$ cat src/rtl/cfg_loader_pkg.sv
package cfg_loader_pkg;

  typedef enum logic {
    DEST_DIV = 1'b0,
    DEST_REF = 1'b1
  } dest_e;

  typedef struct packed {
    logic sclk_lvl;
    logic sdata;
    logic sclk_rise;
    logic le_rise;
    logic le_chg;
  } line_evt_t;

endpackage

$ cat src/rtl/cfg_sync.sv
module cfg_sync #(
  parameter int unsigned STAGES = 2,
  parameter int unsigned W      = 3
) (
  input  logic         clk_i,
  input  logic         rst_ni,
  input  logic [W-1:0] async_i,
  output logic [W-1:0] sync_o
);

  logic [W-1:0] stg [STAGES];

  always_ff @(posedge clk_i or negedge rst_ni) begin
    if (!rst_ni) begin
      for (int s = 0; s < STAGES; s++) stg[s] <= '0;
    end else begin
      stg[0] <= async_i;
      for (int s = 1; s < STAGES; s++) stg[s] <= stg[s-1];
    end
  end

  assign sync_o = stg[STAGES-1];

endmodule

$ cat src/rtl/cfg_edge.sv
module cfg_edge
  import cfg_loader_pkg::*;
(
  input  logic      clk_i,
  input  logic      rst_ni,
  input  logic      sclk_s_i,
  input  logic      sdata_s_i,
  input  logic      le_s_i,
  output line_evt_t evt_o
);

  logic sclk_q, le_q;

  always_ff @(posedge clk_i or negedge rst_ni) begin
    if (!rst_ni) begin
      sclk_q <= 1'b0;
      le_q   <= 1'b0;
    end else begin
      sclk_q <= sclk_s_i;
      le_q   <= le_s_i;
    end
  end

  always_comb begin
    evt_o.sclk_lvl  = sclk_s_i;
    evt_o.sdata     = sdata_s_i;
    evt_o.sclk_rise = sclk_s_i & ~sclk_q;
    evt_o.le_rise   = le_s_i & ~le_q;
    evt_o.le_chg    = le_s_i ^ le_q;
  end

  // an edge of one kind cannot repeat on the next cycle
  p_le_rise_single_r4: assert property (@(posedge clk_i) disable iff (!rst_ni)
    evt_o.le_rise |=> !evt_o.le_rise);

endmodule

$ cat src/rtl/cfg_shift.sv
module cfg_shift #(
  parameter int unsigned W = 19
) (
  input  logic         clk_i,
  input  logic         rst_ni,
  input  logic         shift_en_i,
  input  logic         bit_i,
  output logic [W-1:0] word_o
);

  always_ff @(posedge clk_i or negedge rst_ni) begin
    if (!rst_ni)         word_o <= '0;
    else if (shift_en_i) word_o <= {word_o[W-2:0], bit_i};
  end

  p_shift_in_r1: assert property (@(posedge clk_i) disable iff (!rst_ni)
    shift_en_i |=> (word_o[0] == $past(bit_i)) && (word_o[W-1:1] == $past(word_o[W-2:0])));

  p_shift_hold_r4: assert property (@(posedge clk_i) disable iff (!rst_ni)
    !shift_en_i |=> $stable(word_o));

endmodule

$ cat src/rtl/serial_cfg_loader.sv
module serial_cfg_loader
  import cfg_loader_pkg::*;
#(
  parameter int unsigned SYNC_STAGES = 2,
  parameter int unsigned REF_W       = 14,
  parameter int unsigned SWAL_W      = 7,
  parameter int unsigned MAIN_W      = 11
) (
  input  logic              clk_i,
  input  logic              rst_ni,
  input  logic              sclk_i,
  input  logic              sdata_i,
  input  logic              sle_i,
  output logic [REF_W-1:0]  ref_ratio_o,
  output logic              presc_sel_o,
  output logic [SWAL_W-1:0] swallow_o,
  output logic [MAIN_W-1:0] main_cnt_o,
  output logic              ref_load_o,
  output logic              div_load_o,
  output logic              timing_err_o
);

  localparam int unsigned REF_SPAN = REF_W + 1;
  localparam int unsigned DIV_SPAN = SWAL_W + MAIN_W;
  localparam int unsigned WORD_W   = 1 + ((REF_SPAN > DIV_SPAN) ? REF_SPAN : DIV_SPAN);

  logic [2:0]        line_s;
  line_evt_t         evt;
  logic [WORD_W-1:0] word;
  logic              commit_ok;
  dest_e             dest;

  cfg_sync #(.STAGES(SYNC_STAGES), .W(3)) u_sync (
    .clk_i  (clk_i),
    .rst_ni (rst_ni),
    .async_i({sle_i, sdata_i, sclk_i}),
    .sync_o (line_s)
  );

  cfg_edge u_edge (
    .clk_i    (clk_i),
    .rst_ni   (rst_ni),
    .sclk_s_i (line_s[0]),
    .sdata_s_i(line_s[1]),
    .le_s_i   (line_s[2]),
    .evt_o    (evt)
  );

  cfg_shift #(.W(WORD_W)) u_shift (
    .clk_i     (clk_i),
    .rst_ni    (rst_ni),
    .shift_en_i(evt.sclk_rise),
    .bit_i     (evt.sdata),
    .word_o    (word)
  );

  assign commit_ok = evt.le_rise & ~evt.sclk_lvl;
  assign dest      = dest_e'(word[0]);

  always_ff @(posedge clk_i or negedge rst_ni) begin
    if (!rst_ni) begin
      ref_ratio_o  <= '0;
      presc_sel_o  <= 1'b0;
      swallow_o    <= '0;
      main_cnt_o   <= '0;
      ref_load_o   <= 1'b0;
      div_load_o   <= 1'b0;
      timing_err_o <= 1'b0;
    end else begin
      ref_load_o   <= 1'b0;
      div_load_o   <= 1'b0;
      timing_err_o <= evt.le_chg & evt.sclk_lvl;
      if (commit_ok) begin
        if (dest == DEST_REF) begin
          ref_ratio_o <= word[REF_W:1];
          presc_sel_o <= word[REF_W+1];
          ref_load_o  <= 1'b1;
        end else begin
          swallow_o   <= word[SWAL_W:1];
          main_cnt_o  <= word[SWAL_W+MAIN_W:SWAL_W+1];
          div_load_o  <= 1'b1;
        end
      end
    end
  end

  p_load_excl_r5: assert property (@(posedge clk_i) disable iff (!rst_ni)
    $onehot0({ref_load_o, div_load_o}));

  p_ref_pulse_r5: assert property (@(posedge clk_i) disable iff (!rst_ni)
    ref_load_o |=> !ref_load_o);

  p_div_pulse_r5: assert property (@(posedge clk_i) disable iff (!rst_ni)
    div_load_o |=> !div_load_o);

  p_ref_hold_r4: assert property (@(posedge clk_i) disable iff (!rst_ni)
    !ref_load_o |-> ($stable(ref_ratio_o) && $stable(presc_sel_o)));

  p_div_hold_r4: assert property (@(posedge clk_i) disable iff (!rst_ni)
    !div_load_o |-> ($stable(swallow_o) && $stable(main_cnt_o)));

  p_err_no_load_r6: assert property (@(posedge clk_i) disable iff (!rst_ni)
    timing_err_o |-> !(ref_load_o || div_load_o));

  p_err_pulse_r6: assert property (@(posedge clk_i) disable iff (!rst_ni)
    timing_err_o |=> !timing_err_o);

endmodule

$ cat config.mk
export PLATFORM = sky130hd
export DESIGN_NAME = serial_cfg_loader
export DESIGN_NICKNAME = d
export VERILOG_FILES = /design/src/rtl/cfg_loader_pkg.sv /design/src/rtl/cfg_sync.sv /design/src/rtl/cfg_edge.sv /design/src/rtl/cfg_shift.sv /design/src/rtl/serial_cfg_loader.sv
export SDC_FILE = /design/constraint.sdc
export NUM_CORES = 1
export LEC_CHECK = 0
export CAP_MARGIN = 5
export CORE_MARGIN = 1
export CORE_UTILIZATION = 45
export DETAILED_ROUTE_END_ITERATION = 10
export GPL_TIMING_DRIVEN = 0
export PLACE_DENSITY = 0.74
export SLEW_MARGIN = 25
export SYNTH_ARGS = -nofsm -noshare
export SYNTH_HDL_FRONTEND = slang
export SYNTH_HIERARCHICAL = 1
export SYNTH_SLANG_ARGS = --single-unit
$ cat constraint.sdc
create_clock -name clk_i -period 1.8 [get_ports clk_i]
set_input_delay 0.36 -clock clk_i [delete_from_list [all_inputs] [get_ports clk_i]]
set_output_delay 0.36 -clock clk_i [all_outputs]
set_load 0.05 [all_outputs]
==> results of run 1 <==
==> routing by layer <==
metal / global-route usage / vias up
li1: - / 563
met1: 0.205 / 604
met2: 0.227 / 36
met3: 0.0688 / 5
met4: 0.0617 / 0
met5: 0 / -
==> Yosys cell counts <==
cell      number
mux2_2        33
buf_4          6
buf_6          2
dfrtp_1       63
nor2b_4        1
nor3b_2        1
ha_1           1
and2_1         1
buf_12         2
nand3b_4       1
mux2_4        19
inv_1          3
==> state kept, by name, summed over array words and instances, names as in the netlist <==
signal	cells
ref_ratio_o	14
u_edge/sclk_q	1
ref_load_o	1
presc_sel_o	1
u_sync/sync_o	3
swallow_o	7
u_edge/le_q	1
u_shift/word_o	19
u_sync/stg	3
main_cnt_o	11
timing_err_o	1
div_load_o	1
==> kinds of logic (layout without fill, tap and decap cells) <==
family,count (synthesis),after routing,share of synthesized area
fa+ha+maj,1,1,0.00518
flops,63,63,0.652
simple gates,4,4,0.0217
mux,52,52,0.272
buf+inv,13,71,0.0492
==> final cells by class <==
| class | count | area [µm²] |
|---|---|---|
| timing repair buffer | 42 | 383 |
| inverter | 3 | 11.3 |
| buffer | 10 | 108 |
| multi-input combinational | 57 | 722 |
| fill | 439 | 2060 |
| sequential | 63 | 1580 |
| tap | 70 | 87.6 |
| clock buffer | 12 | 145 |
| clock inverter | 4 | 45.0 |
==> timing repair <==
item	4_1_cts	5_1_grt
endpoints found under the hold margin	27	0
resized for setup	36	0
hold buffers	1	0
endpoints found under the setup margin	36	0
==> power by group through the flow <==
stage	combinational (mW)	clock, mW	sequential [mW]
final	1.90	1.16	2.13
after global routing	1.99	1.28	2.20
after CTS	1.92	1.20	2.14
after detailed placement	2.09	0	2.17
after global placement	2.06	0	2.14
after floorplan	0.530	0	3.02
==> stage by stage <==
| stage | hold slack (ns) | power (mW) | utilization | setup TNS, ns |
|---|---|---|---|---|
| floorplan | 0.0644 | 3.55 | - | 0 |
| global placement | 0.333 | 4.21 | 0.565 | -91.74 |
| detailed placement | 0.291 | 4.26 | 0.569 | 0 |
| CTS | 0.356 | 5.25 | 0.599 | 0 |
| global route | 0.363 | 5.46 | 0.599 | 0 |
| finish | 0.353 | 5.19 | 0.599 | 0 |
==> worst paths after layout <==
kind	start	end	cells after the start
worst max-delay path	u_sync/sync_o[2]	swallow_o[1]	6
worst min-delay path	u_sync/stg[4]	u_sync/sync_o[1]	0
worst max register to register	u_sync/sync_o[2]	swallow_o[1]	6
worst min register to register	u_sync/stg[4]	u_sync/sync_o[1]	0
max in group asynchronous	rst_ni	ref_ratio_o[7]	3
min in group asynchronous	rst_ni	ref_ratio_o[2]	2
==> critical path: stages, from the launching register on <==
cell and delay (ns):
dfrtp_1 0.36, buf_4 0.13, ha_1 0.22, nor3b_2 0.17, buf_6 0.15, buf_12 0.15
mux2_4 0.30
==> flow_summary.yaml, run 1 <==
finish:
  postLayoutCellArea_mm2: 0.00308
  areaGrowthSynthToFinish_pct: 27.3
  final_common_cell: "dfrtp_1"
  nNetsFinal: 192
  fin_cells: 261
  antenna_cells: 0
  layout_common_cells: "dfrtp_1 (63), dlygate4sd2_1 (36), mux2_2 (33)"
  drive_gt1_frac: 0.424
drt:
  wl_met1_mm: 1.73
  dr.first_iter.drc_count: 58
  drc: 0
  wire_per_inst_um: 14.2
  drt-total-wl_mm: 3.70
  vias: 1208
  via_per_inst: 4.63
  wl_met3_um: 240
  highest_layer: "met4"
  firstDrtPassIters: 4
  dr_wl_met2_mm: 1.68
  antenna_left: 0
clock_tree:
  cts_tree: "done"
  clk_latency_ns: 0.33
  h-tree-depth: 3
  cts_setup_buffers: 0
  cts-root-buf: "clkbuf_8"
  numCtsBuffers: 9
  clock_path_buffers: 2
  clock_sinks: 63
  cts.clk_slew.worst_paths_ns: 0.07
timing:
  worst_slack_ns: 0.198
  drv_slew: 0
  slew_headroom: 0.663
  clock_skew_ns: 0.00713
  fin_crit_ns: 1.60
  hold_violations: 0
  rsz0062_at_grt: "false"
  worstMarginPinSlew_ns: 0.508
  setup_viol: 0
  period_share: 0.890
  fmax_ghz: 0.624
logic_synthesis:
  synth_area_mm2: 0.00242
  synthesis.nets: 139
  seq_area_frac_synth: 0.652
  synth_top_area_frac: 0.652
  yosys_register_bits: 63
  syn-instance-count: 133
  syn_area_per_cell_um2: 18.2
  synth.area.top_cells: "dfrtp_1 (65%), mux2_2 (15%), mux2_4 (12%)"
  yosys_warnings: 6
  synth_top_area_cell: "dfrtp_1"
  synth.distinct_cells: 12
placement:
  place.gp.congestion: 0.672
  place_area_mm2: 0.00292
  place_inst: 244
  io_buffers: 40
  pre_cts_ws_ns: 0.197
  dp_hpwl_mm: 2.46
grt:
  grt_max_degree: 37
  grtUsageTotal: 0.155
  grt_pass1_wl_mm: 6.28
  grt-ovfl-total: 0
  grt_pass1_vias: 1270
  antenna_found_initial: 0
pwr:
  pwr-share-comb: 0.366
  clkPwrFrac: 0.223
  power.density_mw_per_mm2: 1690
  p_sw_mw: 1.98
  netSwitchingFraction: 0.382
  intPower_mw: 3.21
  seqPwrFrac: 0.411
  worst_ir_drop_vdd_v: 0.00119
  leakagePower_nw: 1.60
worst_setup_path:
  required_ns: 2.01
  rrSetupSlack_ns: 0.20
  critical_path_class: "reg -> reg"
  critPathCaptureType: "flop"
  worst-path-max-fanout: 10
  startpoint_type: "flop"
  cp.arrival_ns: 1.81
floorplan:
  die_h_um: 75.3
  dieArea_mm2: 0.00567
  coreArea_mm2: 0.00514
  die_width_um: 75.3
  row_count: 26
  initial_core_util: 0.470
  pin_count: 41
hold_path:
  hold_class: "reg -> reg"
job:
  max-cap-violations: 0
run_status:
  status: "complete, no violations"
No activity file was read; power rests on OpenSTA's default activity.
==> inputs of run 2 (changes only) <==
- CTS_CLUSTER_DIAMETER: default -> 50
==> results of run 2 <==
The final DEF is identical to that of run 1; final timing and power are the same.
==> inputs of run 3 (changes only) <==
==> constraint.sdc (replaced) <==
create_clock -name clk_i -period 1.8 [get_ports clk_i]
set_input_delay 0.36 -clock clk_i [delete_from_list [all_inputs] [get_ports clk_i]]
set_output_delay 0.36 -clock clk_i [all_outputs]
set_load 0.02 [all_outputs]
==> run 3 against run 2 <==
Sequential cell count unchanged. Utilization up 0.88 points. Largest power group unchanged. Sequential share of layout area down 0.74 points. Highest routed layer unchanged. Wire length down 0.27%. Register-to-register slack about the same.
==> flow_summary.yaml, run 3 (synthesized netlist as in run 1, its figures left out) <==
placement:
  place.gp.congestion: 0.672
  place_area_mm2: 0.00292
  dp_hpwl_mm: 2.46
  io_buffers: 40
  pre_cts_ws_ns: 0.197
finish:
  areaGrowthSynthToFinish_pct: 29.2
  layout_common_cells: "dfrtp_1 (63), clkdlybuf4s50_1 (39), mux2_2 (33)"
  top_register: "u_shift/word_o"
  postLayoutCellArea_mm2: 0.00312
  final_common_cell: "dfrtp_1"
  fill_cells: 417
  drive_gt1_frac: 0.424
  top_regs: "u_shift/word_o x19, ref_ratio_o x14, main_cnt_o x11"
  largest_register_ffs: 19
  antenna_cells: 0
  nNetsFinal: 192
worst_setup_path:
  crit_family: "buffers and inverters"
  crit_buf_inv: 1
  r2r_cells: 6
  slowest_stage: "clkdlybuf4s50_1"
  required_ns: 1.44
  critPathCaptureType: "primary output"
  startpoint_type: "flop"
  crit_chain: "clkdlybuf4s50_1"
  worst-path-max-fanout: 2
  max_stage_delay_ns: 0.62
  cp.depth: 1
  cp.arrival_ns: 1.30
  critical_path_class: "reg -> out"
clock_tree:
  hold_buffers: 1
  cts_resized: 0
  numCtsBuffers: 9
  clock_sinks: 63
  clk_latency_ns: 0.33
  h-tree-depth: 3
  clock_path_buffers: 2
  cts_tree: "done"
  cts_setup_buffers: 0
  cts-root-buf: "clkbuf_8"
  cts.clk_slew.worst_paths_ns: 0.07
drt:
  drt-total-wl_mm: 3.69
  dr.first_iter.drc_count: 56
  via_per_inst: 4.64
  vias: 1212
  drc: 0
  firstDrtPassIters: 4
  antenna_left: 0
  wire_per_inst_um: 14.1
grt:
  antenna_found_initial: 0
  grt_max_degree: 37
  grtUsageTotal: 0.155
  grt-ovfl-total: 0
  grt_pass1_vias: 1270
  grt_pass1_wl_mm: 6.27
timing:
  worst_slack_ns: 0.139
  fin_crit_ns: 1.66
  worstMarginPinSlew_ns: 0.351
  rsz0062_at_grt: "false"
  period_share: 0.923
  clock_skew_ns: 0.00752
  fmax_ghz: 0.602
  slew_headroom: 0.766
  hold_violations: 0
  drv_slew: 0
  setup_viol: 0
floorplan:
  dieArea_mm2: 0.00567
  row_count: 26
  initial_core_util: 0.470
  die_h_um: 75.3
  pin_count: 41
  die_width_um: 75.3
  coreArea_mm2: 0.00514
hold_path:
  holdPathStages: 0
  hold_class: "reg -> reg"
pwr:
  leakagePower_nw: 1.48
  power.density_mw_per_mm2: 1530
  worst_ir_drop_vdd_v: 0.000990
job:
  max-cap-violations: 0
run_status:
  status: "complete, no violations"
==> run 3: cell types whose count changed in the layout (fill, tap and decap cells not counted), sizes merged <==
cell / change
clkdlybuf4s50: +36
dlygate4sd2: -36
==> run 3: layout make-up <==
cell class	instances	area, µm²	share of cell area
timing repair buffer	42	428	0.137
sequential	63	1580	0.505
inverter	3	11.3	0.00361
clock inverter	4	45.0	0.0144
tap	70	87.6	0.0280
multi-input combinational	57	722	0.231
clock buffer	12	145	0.0465
buffer	10	108	0.0345
==> run 3: final timing paths <==
check,endpoint,slack [ns],startpoint
max,main_cnt_o[10],0.14,main_cnt_o[10]
min,u_sync/sync_o[1],0.35,u_sync/stg[4]
max reg2reg,swallow_o[1],0.20,u_sync/sync_o[2]
min reg2reg,u_sync/sync_o[1],0.35,u_sync/stg[4]
max in group asynchronous,ref_ratio_o[7],0.82,rst_ni
min in group asynchronous,ref_ratio_o[2],0.48,rst_ni
==> run 3: per-layer routing <==
layer / vias to the layer above / wire length, µm / share of wire / GRT usage
met3: 5 / 246 / 0.067 / 0.0688
met1: 609 / 1730 / 0.47 / 0.205
met4: 0 / 46 / 0.012 / 0.0617
met5: - / 0 / 0 / 0
met2: 36 / 1670 / 0.45 / 0.226
li1: 562 / - / - / -
==> run 3: where the power goes <==
part | total (mW) | internal, mW | switching, mW
sequential | 2.14 | 1.84 | 0.298
combinational | 1.48 | 0.884 | 0.594
clock | 1.16 | 0.671 | 0.489
total | 4.78 | 3.40 | 1.38
==> run 3: through the flow <==
step	power [mW]	setup TNS, ns	instances	hold slack, ns	utilization
floorplan	2.95	0	133	0.0644	-
global placement	3.60	-91.74	243	0.333	0.565
detailed placement	3.65	0	244	0.291	0.569
CTS	4.84	0	261	0.356	0.608
global route	5.05	0	261	0.363	0.608
finish	4.78	0	261	0.353	0.608
